$ cat src/rtl/rrc_pkg.sv
package rrc_pkg;

  typedef enum logic [1:0] {
    RRC_IDLE = 2'd0,
    RRC_CFG  = 2'd1,
    RRC_RUN  = 2'd2
  } rrc_state_e;

  // widest of three field widths: the command word must carry each beat
  function automatic int unsigned rrc_max3(input int unsigned a, input int unsigned b,
                                           input int unsigned c);
    int unsigned m;
    m = (a > b) ? a : b;
    return (m > c) ? m : c;
  endfunction

  // cycles one node needs from its first command beat to a settled datapath
  function automatic int unsigned rrc_adapt_span(input int unsigned cmd_cyc,
                                                 input int unsigned rcfg_cyc,
                                                 input int unsigned pe_cyc);
    return cmd_cyc + rcfg_cyc + pe_cyc;
  endfunction

endpackage

$ cat src/rtl/rrc_step_table.sv
module rrc_step_table #(
  parameter int NODES   = 3,
  parameter int STEPS   = 4,
  parameter int ROUTE_W = 4,
  parameter int TASK_W  = 3,
  parameter int PIX_W   = 12,
  parameter int STEP_W  = $clog2(STEPS),
  parameter int NODE_W  = $clog2(NODES)
) (
  input  logic                             clk,
  input  logic                             rst_n,
  input  logic                             wr_en,
  input  logic [STEP_W-1:0]                wr_step,
  input  logic [NODE_W-1:0]                wr_node,
  input  logic                             wr_act,
  input  logic                             wr_mode,
  input  logic                             wr_mem,
  input  logic [ROUTE_W-1:0]               wr_route,
  input  logic [TASK_W-1:0]                wr_task,
  input  logic [PIX_W-1:0]                 wr_count,
  input  logic [STEP_W-1:0]                rd_step,
  output logic [NODES-1:0]                 rd_act,
  output logic [NODES-1:0]                 rd_mode,
  output logic [NODES-1:0]                 rd_mem,
  output logic [NODES-1:0][ROUTE_W-1:0]    rd_route,
  output logic [NODES-1:0][TASK_W-1:0]     rd_task,
  output logic [NODES-1:0][PIX_W-1:0]      rd_count
);

  logic [STEPS-1:0][NODES-1:0]              act_q, mode_q, mem_q;
  logic [STEPS-1:0][NODES-1:0][ROUTE_W-1:0] route_q;
  logic [STEPS-1:0][NODES-1:0][TASK_W-1:0]  task_q;
  logic [STEPS-1:0][NODES-1:0][PIX_W-1:0]   count_q;

  logic wr_hit;
  assign wr_hit = wr_en && (int'(wr_node) < NODES) && (int'(wr_step) < STEPS);

  always_ff @(posedge clk or negedge rst_n) begin
    if (!rst_n) begin
      act_q   <= '0;
      mode_q  <= '0;
      mem_q   <= '0;
      route_q <= '0;
      task_q  <= '0;
      count_q <= '0;
    end else if (wr_hit) begin
      act_q[wr_step][wr_node]   <= wr_act;
      mode_q[wr_step][wr_node]  <= wr_mode;
      mem_q[wr_step][wr_node]   <= wr_mem;
      route_q[wr_step][wr_node] <= wr_route;
      task_q[wr_step][wr_node]  <= wr_task;
      count_q[wr_step][wr_node] <= wr_count;
    end
  end

  assign rd_act   = act_q[rd_step];
  assign rd_mode  = mode_q[rd_step];
  assign rd_mem   = mem_q[rd_step];
  assign rd_route = route_q[rd_step];
  assign rd_task  = task_q[rd_step];
  assign rd_count = count_q[rd_step];

endmodule

$ cat src/rtl/rrc_cmd_sched.sv
module rrc_cmd_sched
  import rrc_pkg::*;
#(
  parameter int NODES    = 3,
  parameter int ROUTE_W  = 4,
  parameter int TASK_W   = 3,
  parameter int PIX_W    = 12,
  parameter int WORD_W   = 12,
  parameter int CMD_CYC  = 3,
  parameter int RCFG_CYC = 2,
  parameter int PE_CYC   = 1
) (
  input  logic                             clk,
  input  logic                             rst_n,
  input  logic                             in_cfg,
  input  logic [NODES-1:0]                 act,
  input  logic [NODES-1:0]                 mode,
  input  logic [NODES-1:0]                 mem,
  input  logic [NODES-1:0][ROUTE_W-1:0]    route,
  input  logic [NODES-1:0][TASK_W-1:0]     task_code,
  input  logic [NODES-1:0][PIX_W-1:0]      count,
  output logic [NODES-1:0]                 cmd_valid,
  output logic [NODES-1:0][WORD_W-1:0]     cmd_word,
  output logic [NODES-1:0]                 fs_req,
  output logic [NODES-1:0]                 adapt_done,
  output logic                             cfg_last
);

  localparam int SPAN   = int'(rrc_adapt_span(CMD_CYC, RCFG_CYC, PE_CYC));
  localparam int T_LAST = NODES - 1 + SPAN - 1;
  localparam int TW     = $clog2(T_LAST + 1);

  logic [TW-1:0] t_q;

  always_ff @(posedge clk or negedge rst_n) begin
    if (!rst_n)       t_q <= '0;
    else if (!in_cfg) t_q <= '0;
    else              t_q <= t_q + 1'b1;
  end

  assign cfg_last = in_cfg && (t_q == TW'(T_LAST));

  // beat b of one node's command: {mode,route}, task code, pixel budget
  function automatic logic [WORD_W-1:0] beat_word(input int beat, input logic md,
                                                  input logic [ROUTE_W-1:0] rt,
                                                  input logic [TASK_W-1:0] tk,
                                                  input logic [PIX_W-1:0] ct);
    case (beat)
      0:       return WORD_W'({md, rt});
      1:       return WORD_W'(tk);
      2:       return WORD_W'(ct);
      default: return '0;
    endcase
  endfunction

  for (genvar n = 0; n < NODES; n++) begin : g_link
    logic in_win;
    int   beat;
    always_comb begin
      beat         = int'(t_q) - n;
      in_win       = in_cfg && act[n] && (beat >= 0) && (beat < CMD_CYC);
      cmd_valid[n] = in_win;
      cmd_word[n]  = in_win ? beat_word(beat, mode[n], route[n], task_code[n], count[n])
                            : '0;
      fs_req[n]    = in_cfg && act[n] && mem[n] && (beat == 0);
      adapt_done[n] = in_cfg && act[n] && (beat == SPAN - 1);
    end
  end

endmodule

$ cat src/rtl/rrc_done_track.sv
module rrc_done_track #(
  parameter int NODES = 3
) (
  input  logic             clk,
  input  logic             rst_n,
  input  logic             clr,
  input  logic             run,
  input  logic [NODES-1:0] act,
  input  logic [NODES-1:0] node_done,
  output logic             all_done
);

  logic [NODES-1:0] seen_q;
  logic [NODES-1:0] seen_now;

  assign seen_now = (seen_q | node_done) & act;
  assign all_done = run && (seen_now == act);

  always_ff @(posedge clk or negedge rst_n) begin
    if (!rst_n)   seen_q <= '0;
    else if (clr) seen_q <= '0;
    else if (run) seen_q <= seen_now;
  end

endmodule

$ cat src/rtl/rrc_ring_ctrl.sv
module rrc_ring_ctrl
  import rrc_pkg::*;
#(
  parameter int NODES    = 3,
  parameter int STEPS    = 4,
  parameter int ROUTE_W  = 4,
  parameter int TASK_W   = 3,
  parameter int PIX_W    = 12,
  parameter int CMD_CYC  = 3,
  parameter int RCFG_CYC = 2,
  parameter int PE_CYC   = 1,
  parameter int STEP_W   = $clog2(STEPS),
  parameter int NODE_W   = $clog2(NODES),
  parameter int WORD_W   = int'(rrc_max3(ROUTE_W + 1, TASK_W, PIX_W))
) (
  input  logic                      clk,
  input  logic                      rst_n,
  input  logic                      start,
  input  logic                      loop_en,
  input  logic [STEP_W-1:0]         seq_last,
  input  logic                      tbl_we,
  input  logic [STEP_W-1:0]         tbl_step,
  input  logic [NODE_W-1:0]         tbl_node,
  input  logic                      tbl_act,
  input  logic                      tbl_mode,
  input  logic                      tbl_mem,
  input  logic [ROUTE_W-1:0]        tbl_route,
  input  logic [TASK_W-1:0]         tbl_task,
  input  logic [PIX_W-1:0]          tbl_count,
  input  logic [NODES-1:0]          node_done,
  output logic                      busy,
  output logic [STEP_W-1:0]         step_idx,
  output logic                      seq_done,
  output logic                      io_loop,
  output logic [NODES-1:0]          node_par,
  output logic [NODES-1:0]          fs_req,
  output logic [NODES-1:0]          cmd_valid,
  output logic [NODES*WORD_W-1:0]   cmd_word
);

  rrc_state_e state_q;
  logic [STEP_W-1:0] step_q;
  logic              loop_q;
  logic              fin_q;
  logic [NODES-1:0]  par_q;

  // named internal events
  logic in_cfg, run_phase, cfg_last, all_done, last_step, seq_end;
  logic [NODES-1:0] adapt_done;

  logic [NODES-1:0]              e_act, e_mode, e_mem;
  logic [NODES-1:0][ROUTE_W-1:0] e_route;
  logic [NODES-1:0][TASK_W-1:0]  e_task;
  logic [NODES-1:0][PIX_W-1:0]   e_count;
  logic [NODES-1:0][WORD_W-1:0]  word_pk;

  assign in_cfg    = (state_q == RRC_CFG);
  assign run_phase = (state_q == RRC_RUN);
  assign last_step = (step_q == seq_last);
  assign seq_end   = run_phase && all_done && last_step;

  rrc_step_table #(
    .NODES(NODES), .STEPS(STEPS), .ROUTE_W(ROUTE_W), .TASK_W(TASK_W),
    .PIX_W(PIX_W), .STEP_W(STEP_W), .NODE_W(NODE_W)
  ) u_table (
    .clk(clk), .rst_n(rst_n),
    .wr_en(tbl_we), .wr_step(tbl_step), .wr_node(tbl_node),
    .wr_act(tbl_act), .wr_mode(tbl_mode), .wr_mem(tbl_mem),
    .wr_route(tbl_route), .wr_task(tbl_task), .wr_count(tbl_count),
    .rd_step(step_q),
    .rd_act(e_act), .rd_mode(e_mode), .rd_mem(e_mem),
    .rd_route(e_route), .rd_task(e_task), .rd_count(e_count)
  );

  rrc_cmd_sched #(
    .NODES(NODES), .ROUTE_W(ROUTE_W), .TASK_W(TASK_W), .PIX_W(PIX_W),
    .WORD_W(WORD_W), .CMD_CYC(CMD_CYC), .RCFG_CYC(RCFG_CYC), .PE_CYC(PE_CYC)
  ) u_sched (
    .clk(clk), .rst_n(rst_n), .in_cfg(in_cfg),
    .act(e_act), .mode(e_mode), .mem(e_mem),
    .route(e_route), .task_code(e_task), .count(e_count),
    .cmd_valid(cmd_valid), .cmd_word(word_pk), .fs_req(fs_req),
    .adapt_done(adapt_done), .cfg_last(cfg_last)
  );

  rrc_done_track #(.NODES(NODES)) u_done (
    .clk(clk), .rst_n(rst_n), .clr(in_cfg), .run(run_phase),
    .act(e_act), .node_done(node_done), .all_done(all_done)
  );

  always_ff @(posedge clk or negedge rst_n) begin
    if (!rst_n) begin
      state_q <= RRC_IDLE;
      step_q  <= '0;
      loop_q  <= 1'b0;
      fin_q   <= 1'b0;
    end else begin
      fin_q <= seq_end;
      case (state_q)
        RRC_IDLE: if (start) begin
          state_q <= RRC_CFG;
          step_q  <= '0;
          loop_q  <= loop_en;
        end
        RRC_CFG: if (cfg_last) state_q <= RRC_RUN;
        RRC_RUN: if (all_done) begin
          if (last_step) begin
            state_q <= RRC_IDLE;
          end else begin
            state_q <= RRC_CFG;
            step_q  <= step_q + 1'b1;
          end
        end
        default: state_q <= RRC_IDLE;
      endcase
    end
  end

  for (genvar n = 0; n < NODES; n++) begin : g_par
    always_ff @(posedge clk or negedge rst_n) begin
      if (!rst_n)             par_q[n] <= 1'b0;
      else if (adapt_done[n]) par_q[n] <= e_mode[n];
    end
  end

  assign busy     = in_cfg;
  assign step_idx = step_q;
  assign seq_done = fin_q;
  assign io_loop  = loop_q;
  assign node_par = par_q;
  assign cmd_word = word_pk;

endmodule

$ cat config.mk
export PLATFORM = sky130hd
export DESIGN_NAME = rrc_ring_ctrl
export DESIGN_NICKNAME = d
export VERILOG_FILES = /design/src/rtl/rrc_pkg.sv /design/src/rtl/rrc_step_table.sv /design/src/rtl/rrc_cmd_sched.sv /design/src/rtl/rrc_done_track.sv /design/src/rtl/rrc_ring_ctrl.sv
export SDC_FILE = /design/constraint.sdc
export NUM_CORES = 1
export LEC_CHECK = 0
export BUFFER_PORTS_ARGS = -buffer_cell sky130_fd_sc_hd__buf_2
export CORE_ASPECT_RATIO = 0.8
export CORE_MARGIN = 5
export CORE_UTILIZATION = 61
export CTS_CLUSTER_DIAMETER = 60
export DETAILED_ROUTE_END_ITERATION = 6
export PLACE_DENSITY = 0.85
export SETUP_SLACK_MARGIN = 0.4
export SKIP_LAST_GASP = 1
export SYNTH_ARGS = -nofsm -noshare
export SYNTH_HDL_FRONTEND = slang
export SYNTH_SLANG_ARGS = --single-unit
$ cat constraint.sdc
create_clock -name clk -period 2.2 [get_ports clk]
set_input_delay 0.11 -clock clk [delete_from_list [all_inputs] [get_ports clk]]
set_output_delay 0.11 -clock clk [all_outputs]
set_load 0.01 [all_outputs]
==> metrics, run 1 <==
status=complete, but fails checks; failing checks=negative setup slack; crit-path max FO=8; CP bufs+invs=2; Worst slew margin=about 58%; RSZ-0062 raised after global routing=yes; min cycle time layout=around 2.6 ns; Mapped Avg Cell Area=~15 sq um; H-tree levels=1; remaining global-route overflow=0; die width=about 170 microns; count of cell types in the netlist=47; met3 usage=about 5.7%; worst-margin pin slew=about 0.63 ns; CP Capture Type=output port; Worst EP required=2.09 ns; drt drc=0; WL per Instance=roughly 27 microns; flop and latch count out of synthesis=~280; critical path class=reg -> out; Syn Std Cell Area=13000 sq um; row count=between 40 and 50; Hold Crit Class=in -> reg; reg-to-reg setup timing slack=-0.01 ns; final hold viol count=0; Syn Nets=between 900 and 1000; period utilization=119%; pwr/cell area=958 nW/um^2; GP Congestion=about 0.84; via count=roughly 8600; Port Buffers=85; initial DRC count=between 800 and 900; Routed WL=~35000 microns; diodes inserted=0; PnR worst setup slack=-0.415 ns; Sum Neg Setup Slack=-12.35 ns; fmax=roughly 380 MHz; met2 global-route usage=between 40% and 50%; Async SR Flop Fraction=100%; hpwl dp=approximately 19000 microns; Arr. time, crit path=roughly 2.5 ns; Via density=~6.6; initial core utilization=between 60% and 70%; critical path's top delay family=simple AND/OR/NAND/NOR gates; Post-synth EDFFs=0; synthesis-to-layout area growth=21.8%; clock sinks=between 200 and 300; Worst-Skew Late Latency=0.53 ns; die area=approximately 24000 sq um; Max IR drop VDD=0.711 mV; clock-pin transition on the worst setup and hold timing paths=about 0.07 ns; Root Buffer=clkbuf_16; Clock Skews=roughly 0.0061 ns; Post-DRT Antenna Nets=0; Final Setup Violations=43; CP peak stage delay=roughly 0.56 ns; slowest cell on the critical path=dfrtp_4; Synth Flop Type=dfrtp_1; CP Launch Type=register; placed insts=between 1000 and 1500; CTS tree=yes; number of buffers created by CTS=27; vias in the first global route=8899; GRT busiest layer=met2; fin nets=about 1100; Finished Layout Cells=between 1000 and 1500; critical path, cell by cell=mux4_2 > nand4_1 > nor2_4 > buf_4 > and3_1 > buf_2; cells after synthesis=886; first-pass GRT wire length=between 50000 and 60000 microns; sequential share of the synthesized area=53.5%; largest net degree at the start of global routing=79; Clock Tree Buf Depth=3; Pre-antenna DRT Iters=5; GRT Resource Usage Total=26.8%; met1 usage=37.8%; Leak=0.00686 uW; Core ar.=between 20000 and 25000 sq um; initial antenna violation count=0; max-cap violation count=0; share of cells above drive strength 1=approximately 58%; chip height=141 microns; final max-slew violation count=0; Synth Warn #=0; io pins=86
[sequential cells by signal (all words and copies together) (netlist names)]
name / count
u_table.task_q: 36
u_sched.t_q: 3
io_loop: 1
u_table.mode_q: 12
step_idx: 2
u_table.count_q: 144
u_table.mem_q: 12
state_q: 2
u_table.route_q: 48
seq_done: 1
node_par: 3
u_table.act_q: 12
u_done.seen_q: 3
[where the power goes]
group          switching [uW]  total (uW)  internal (uW)
logic                    1730        3670           1930
clock network            1960        4520           2550
registers                 706        7040           6330
[area by class of cell]
class	count	area, sq um
clock buffers	40	774
clock inverters	9	77.6
fillers	1106	4990
inverters	8	35.0
multi-input cells	524	6010
flip-flops and latches	279	6990
well taps	269	337
repair buffers	183	1660
[Yosys cell counts (all sizes together), types with 2 or more instances]
master | n | area, sq um
a21oi | 16 | 80.1
a22oi | 9 | 67.6
a32oi | 3 | 33.8
and2 | 4 | 27.5
and3 | 18 | 113
buf | 26 | 141
clkbuf | 49 | 184
dfrtp | 279 | 6980
ha | 15 | 188
inv | 8 | 30.0
mux2 | 271 | 3050
mux2i | 13 | 130
mux4 | 60 | 1350
nand2 | 23 | 88.8
nand2b | 9 | 56.3
nand3 | 8 | 40.0
nand3b | 6 | 45.0
nand4 | 3 | 33.8
nor2 | 22 | 90.1
nor2b | 11 | 68.8
nor3b | 2 | 15.0
o211ai | 2 | 15.0
o21ai | 7 | 35.0
o221ai | 3 | 26.3
o22ai | 3 | 18.8
xnor2 | 3 | 26.3
[layer usage]
layer | vias to the layer above | part of all wire [%]
met1 | 4590 | 41
li1 | 3540 | -
met3 | 80 | 7.2
met2 | 394 | 49
met4 | 0 | 2.4
met5 | - | 0
[final timing paths]
| check | start | end | cells after the start |
|---|---|---|---|
| setup / recovery | step_idx[0] | cmd_word[22] | 6 |
| min in group asynchronous | rst_n | u_table.count_q[42] | 2 |
| hold / removal | tbl_mem | u_table.mem_q[1] | 2 |
| setup reg to reg | step_idx[0] | state_q[1] | 7 |
| max in group asynchronous | rst_n | u_table.route_q[3] | 3 |
| hold reg to reg | u_table.count_q[80] | u_table.count_q[80] | 1 |
[layout by cell type, fill, tap and decap left out, drive strengths merged, types with 2 or more instances in the layout]
| cell | synthesis | layout |
|---|---|---|
| dfrtp | 279 | 279 |
| mux2 | 271 | 271 |
| buf | 26 | 157 |
| mux4 | 60 | 60 |
| clkbuf | 49 | 45 |
| nand2 | 23 | 23 |
| nor2 | 22 | 22 |
| dlygate4sd3 | 0 | 21 |
| and3 | 18 | 18 |
| a21oi | 16 | 16 |
| ha | 15 | 15 |
| mux2i | 13 | 13 |
| nor2b | 11 | 11 |
| nand2b | 9 | 9 |
| a22oi | 9 | 9 |
| inv | 8 | 9 |
| nand3 | 8 | 8 |
| clkinv | 0 | 7 |
| o21ai | 7 | 7 |
| nand3b | 6 | 6 |
| and2 | 4 | 4 |
| a32oi | 3 | 3 |
| o22ai | 3 | 3 |
| nand4 | 3 | 3 |
| o221ai | 3 | 3 |
| xnor2 | 3 | 3 |
| nor3b | 2 | 2 |
| o211ai | 2 | 2 |
[kinds of logic (layout without fill, tap and decap cells)]
logic type               after synthesis  after routing  synth area share [%]
multiplexers                         344            344                  34.8
XOR/XNOR                               3              3                 0.202
flip-flops                           279            279                  53.5
buffers and inverters                 83            240                  2.72
AND/OR/NAND/NOR                      112            112                  4.75
adder cells (fa/ha/maj)               15             15                  1.44
AO/OA/AOI/OAI                         50             50                  2.59
[per-stage QoR]
step                total power (uW)  hold slack, ns  setup WS [ns]  utilization (%)  area [sq um]
floorplan                       9000          -0.186          0.341                -         13100
detailed placement             10100           0.137         0.0357             66.8         13900
global placement                9890           0.136          0.118             66.8         13900
global route                   15800          0.0239         -0.470             76.1         15900
CTS                            14900         0.00365         -0.311             73.7         15400
finish                         15200          0.0204         -0.415             76.1         15900
[repair_timing]
item,CTS,global route
setup buffers,9,17
gates resized for setup,46,47
pin swaps,6,24
setup endpoints to repair,49,50
cloned,3,5
hold endpoints to repair,223,0
hold buffers,21,0
No activity file was read; power rests on OpenSTA's default activity.
==> inputs of run 2 (changes only) <==
Settings changed: PLACE_DENSITY 0.85 to 0.8.
==> metrics, run 2 (same netlist as run 1, synthesis figures left out) <==
placed insts=1204; Worst slew margin=68.8%; die area=around 24000 sq um; Pre-antenna DRT Iters=5; vias in the first global route=between 9000 and 10000; slowest cell on the critical path=mux4_2; status=complete, but fails checks; number of buffers created by CTS=27; Port Buffers=85; hpwl dp=18700 microns; Seq. cell area=roughly 7000 sq um; die width=173 microns; Multi-input gate area=between 6000 and 7000 sq um; critical path class=reg -> out; min cycle time layout=around 2.7 ns; crit-path max FO=7; fin area=about 16000 sq um; Worst-Skew Late Latency=0.53 ns; CTS tree=yes; Switching Fraction=28.8%; fmax=around 380 MHz; initial DRC count=722; largest net degree at the start of global routing=between 80 and 90; remaining global-route overflow=0; Post-DRT Antenna Nets=0; PnR worst setup slack=-0.455 ns; clock sinks=approximately 280; failing checks=negative setup slack; Clock Tree Buf Depth=3; Core ar.=20900 sq um; commonest non-fill, non-tap cell in the layout=dfrtp_1; CP Capture Type=output port; Hold Crit Class=in -> reg; Root Buffer=clkbuf_16; chip height=around 140 microns; clock power share=29.7%; pwr/cell area=957 nW/um^2; WL per Instance=26.2 microns; final hold viol count=0; launching point of the worst reg2reg path=step_idx[0]; via count=around 8500; reg-to-reg setup timing slack=-0.36 ns; GRT Resource Usage Total=between 20% and 30%; share of cells above drive strength 1=roughly 60%; Worst EP required=between 2 and 2.5 ns; Net Sw Power=roughly 4500 uW; clock-pin transition on the worst setup and hold timing paths=around 0.070 ns; Largest Register=u_table.count_q; biggest regs=u_table.count_q (144), u_table.route_q (48), u_table.task_q (36); RSZ-0062 raised after global routing=yes; hold endpoint=u_table.count_q[78]; period utilization=121%; drt drc=0; first-pass GRT wire length=roughly 53000 microns; Routed WL=between 30000 and 40000 microns; initial antenna violation count=0; H-tree levels=1; worst-margin pin slew=0.467 ns; CP peak stage delay=a little over 0.5 ns; CP Launch Type=register; row count=47; HP Start=tbl_count[6]; Post-Place Setup Slack=between 0.1 and 0.15 ns; diodes inserted=0; GP Congestion=0.761; Reg power frac=around 45%; Final Setup Violations=between 40 and 50; Max IR drop VDD=roughly 0.67 mV; initial core utilization=a little over three fifths; commonest non-fill, non-tap cells in the layout=dfrtp_1 (276), mux2_2 (268), buf_2 (65); synthesis-to-layout area growth=23.9%; Placed Instance Area=~14000 sq um; max-cap violation count=0; Leak=0.00690 uW; max reg flops=144; io pins=86; FF-to-FF path depth=10; Sum Neg Setup Slack=-12.63 ns; Arr. time, crit path=2.54 ns; Internal=~11000 uW; worst reg2reg endpoint=state_q[1]; Comb power frac=roughly 25%; critical path, cell by cell=buf_8 > buf_16 > mux4_2 > a22o_1 > a21oi_1 > nor3_2 > buf_2; Finished Layout Cells=between 1000 and 1500; filler instances=around 1100; Clock Skews=a little over 0.01 ns; final max-slew violation count=0; Hold Path Depth=2; fin nets=approximately 1100; Via density=6.45
run 2: worst max-delay path, delay by kind of cell (launching register included):
family	cells	cell delay (ns)
multiplexers	1	0.51
AND/OR/NAND/NOR	1	0.08
flip-flops	1	0.50
buffers and inverters	3	0.44
AO/OA/AOI/OAI	2	0.48
run 2: what timing repair did:
action	in CTS	in global routing
hold endpoints to repair	392	0
buffers inserted	24	13
setup endpoints to repair	48	51
resized for setup	87	51
gates cloned	8	0
hold buffers	18	0
pin swaps	34	12
run 2: stage by stage:
stage	total power, uW	util, %	hold slack (ns)
after global placement	9900	66.7	0.0390
final	15500	77.4	0.00769
after floorplan	9000	-	-0.186
after global routing	16100	77.4	0.0110
after detailed placement	10100	66.7	0.0352
after CTS	15000	75.7	0.00253
run 2: final cells by class:
type / count / area share [%]
multi-input combinational: 524 / 38.0
inverter: 8 / 0.232
tap: 269 / 2.08
sequential: 279 / 43.3
timing repair buffer: 187 / 11.1
clock buffer: 38 / 4.75
clock inverter: 9 / 0.589
run 2: worst max-delay path by stage:
| stage | slack [ns] | start | cells after the start | end |
|---|---|---|---|---|
| 2_1_floorplan | 0.34 | step_idx[0] | 6 | state_q[1] |
| 3_3_place_gp | 0.12 | step_idx[0] | 6 | cmd_word[13] |
| 3_5_place_dp | 0.11 | step_idx[0] | 6 | cmd_word[33] |
| 4_1_cts | -0.30 | step_idx[0] | 7 | cmd_word[1] |
| 5_1_grt | -0.49 | step_idx[0] | 7 | cmd_word[13] |
| 6_report | -0.45 | step_idx[0] | 7 | cmd_word[13] |
run 2: layer usage:
layer	track usage [%]	vias to the layer above	part of all wire [%]	wire, microns
met3	4.71	70	5.3	1840
met4	6.34	0	2.9	1010
li1	-	3542	-	-
met5	0	-	0	0
met2	44.3	326	49	16900
met1	39.6	4541	43	14700
run 2: power groups by stage:
stage	clock [uW]	sequential, uW	combinational, uW
2_1_floorplan	0	6820	2170
3_3_place_gp	0	6970	2930
3_5_place_dp	0	7050	3050
4_1_cts	4600	6950	3440
5_1_grt	4870	7120	4090
6_report	4590	7010	3860
==> inputs of run 3 (changes only) <==
Settings changed: CELL_PAD_IN_SITES_DETAIL_PLACEMENT from default to 1, CELL_PAD_IN_SITES_GLOBAL_PLACEMENT from default to 2, CORE_UTILIZATION 61 to 44, PLACE_DENSITY 0.8 to 0.89.
==> metrics, run 3 (same netlist as run 1, synthesis figures left out) <==
commonest non-fill, non-tap cell in the layout=dfrtp_1; worst-margin pin slew=between 0.5 and 0.6 ns; pwr/cell area=977 nW/um^2; Arr. time, crit path=2.52 ns; clock-pin transition on the worst setup and hold timing paths=approximately 0.06 ns; crit-path max FO=8; Leak=slightly below 0.007 uW; GRT Resource Usage Total=a little over a fifth; fmax=380 MHz; synthesis-to-layout area growth=22.6%; Final Setup Violations=44; Clock Tree Buf Depth=3; final max-slew violation count=0; chip height=between 150 and 200 microns; critical path class=reg -> out; min cycle time layout=between 2 and 3 ns; die width=a little over 200 microns; Comb power frac=a little under a quarter; WL per Instance=between 20 and 30 microns; Post-Place Setup Slack=0.0368 ns; Net Sw Power=4420 uW; max reg flops=144; CP Capture Type=output port; die area=about 33000 sq um; PnR worst setup slack=-0.431 ns; remaining global-route overflow=0; status=complete, but fails checks; vias in the first global route=about 9200; Post-DRT Antenna Nets=0; Pre-antenna DRT Iters=4; initial DRC count=between 300 and 400; Clock Skews=about 0.005 ns; Reg power frac=approximately 45%; Internal=between 10000 and 15000 uW; clock sinks=around 280; CTS tree=yes; row count=56; Switching Fraction=between 20% and 30%; diodes inserted=0; via count=between 8000 and 9000; largest net degree at the start of global routing=54; failing checks=negative setup slack; H-tree levels=1; CP Launch Type=register; Worst-Skew Late Latency=between 0.5 and 0.6 ns; final hold viol count=0; share of cells above drive strength 1=58.0%; Port Buffers=between 80 and 90; Core ar.=between 20000 and 30000 sq um; clock power share=roughly a third; Worst EP required=between 2 and 2.5 ns; Root Buffer=clkbuf_16; Hold Crit Class=in -> reg; drt drc=0; Sum Neg Setup Slack=-12.14 ns; RSZ-0062 raised after global routing=yes; io pins=86; Finished Layout Cells=~1400; filler instances=about 2800; Max IR drop VDD=about 0.6 mV; initial core utilization=44.5%; Largest Register=u_table.count_q; max-cap violation count=0; first-pass GRT wire length=56100 microns; Via density=a little under 6; number of buffers created by CTS=28; period utilization=120%; Worst slew margin=66.5%; Routed WL=36300 microns; fin nets=1068; commonest non-fill, non-tap cells in the layout=dfrtp_1 (276), mux2_2 (270), buf_2 (73); GP Congestion=slightly below 0.8; initial antenna violation count=0; placed insts=1319; hpwl dp=about 21000 microns; biggest regs=u_table.count_q (144), u_table.route_q (48), u_table.task_q (36)
-- run 3: cell count changes in the layout (fill, tap and decap cells not counted), moves of 4 or more --
cell	before	now
nand2_2	3	7
and3_1	3	9
dlygate4sd3_1	18	23
and3_4	15	9
buf_6	37	19
buf_16	9	3
buf_2	65	73
a22oi_1	0	4
clkbuf_8	5	9
a22oi_2	9	5
-- run 3: worst paths after layout --
check | cells past startpoint | endpoint | slack (ns) | from
max in group asynchronous | 3 | u_table.count_q[86] | 1.36 | rst_n
setup reg to reg | 8 | state_q[1] | -0.04 | step_idx[0]
hold reg to reg | 1 | io_loop | 0.50 | io_loop
hold / removal | 2 | u_table.route_q[5] | 0.04 | tbl_route[1]
min in group asynchronous | 2 | u_table.count_q[81] | 0.09 | rst_n
setup / recovery | 7 | cmd_word[12] | -0.43 | step_idx[0]
-- run 3: repair_timing --
| action | in CTS | in global routing |
|---|---|---|
| setup endpoints to repair | 46 | 49 |
| buffers inserted | 9 | 11 |
| resized for setup | 64 | 32 |
| endpoints found under the hold margin | 455 | 0 |
| pin swaps | 10 | 12 |
| cloned | 2 | 0 |
| hold buffers | 23 | 0 |
-- run 3: layout make-up --
type,count,area (sq um),share of cell area (%)
Clock inverter,6,80.1,0.501
Tap cell,377,472,2.95
Sequential cell,279,6990,43.7
Clock buffer,46,880,5.50
Multi-Input combinational cell,524,6050,37.9
Timing Repair Buffer,176,1480,9.26
Inverter,8,30.0,0.188
-- run 3: critical path, cell delays in order, from the launching register on --
cell and delay, ns:
dfrtp_4 0.55, mux4_2 0.41, nand4_1 0.21, nor2_4 0.22, o311ai_4 0.11, buf_6 0.17, a21oi_4 0.17, buf_6 0.13
-- run 3: through the flow --
step / total power [uW] / instance area [sq um] / utilization [%] / hold slack [ns]
finish: 15600 / 16000 / 54.6 / 0.0355
CTS: 15500 / 15700 / 53.8 / 0.00971
detailed placement: 10200 / 14100 / 48.2 / 0.0667
global placement: 9970 / 14100 / 48.2 / 0.0657
floorplan: 9000 / 13100 / - / -0.186
global route: 16400 / 16000 / 54.6 / 0.0290
-- run 3: per-layer routing --
metal | global-route usage, % | part of all wire, % | vias up
met2 | 35.5 | 48 | 199
met3 | 3.51 | 5.8 | 54
met1 | 30.9 | 44 | 4434
met5 | 0 | 0 | -
met4 | 5.46 | 2.6 | 0
li1 | - | - | 3521
-- run 3: power by group through the flow --
stage | sequential [uW] | combinational, uW | clock, uW
global route | 7120 | 3940 | 5300
detailed placement | 7040 | 3150 | 0
CTS | 6980 | 3460 | 5050
global placement | 6950 | 3030 | 0
finish | 7010 | 3640 | 4970
floorplan | 6820 | 2170 | 0
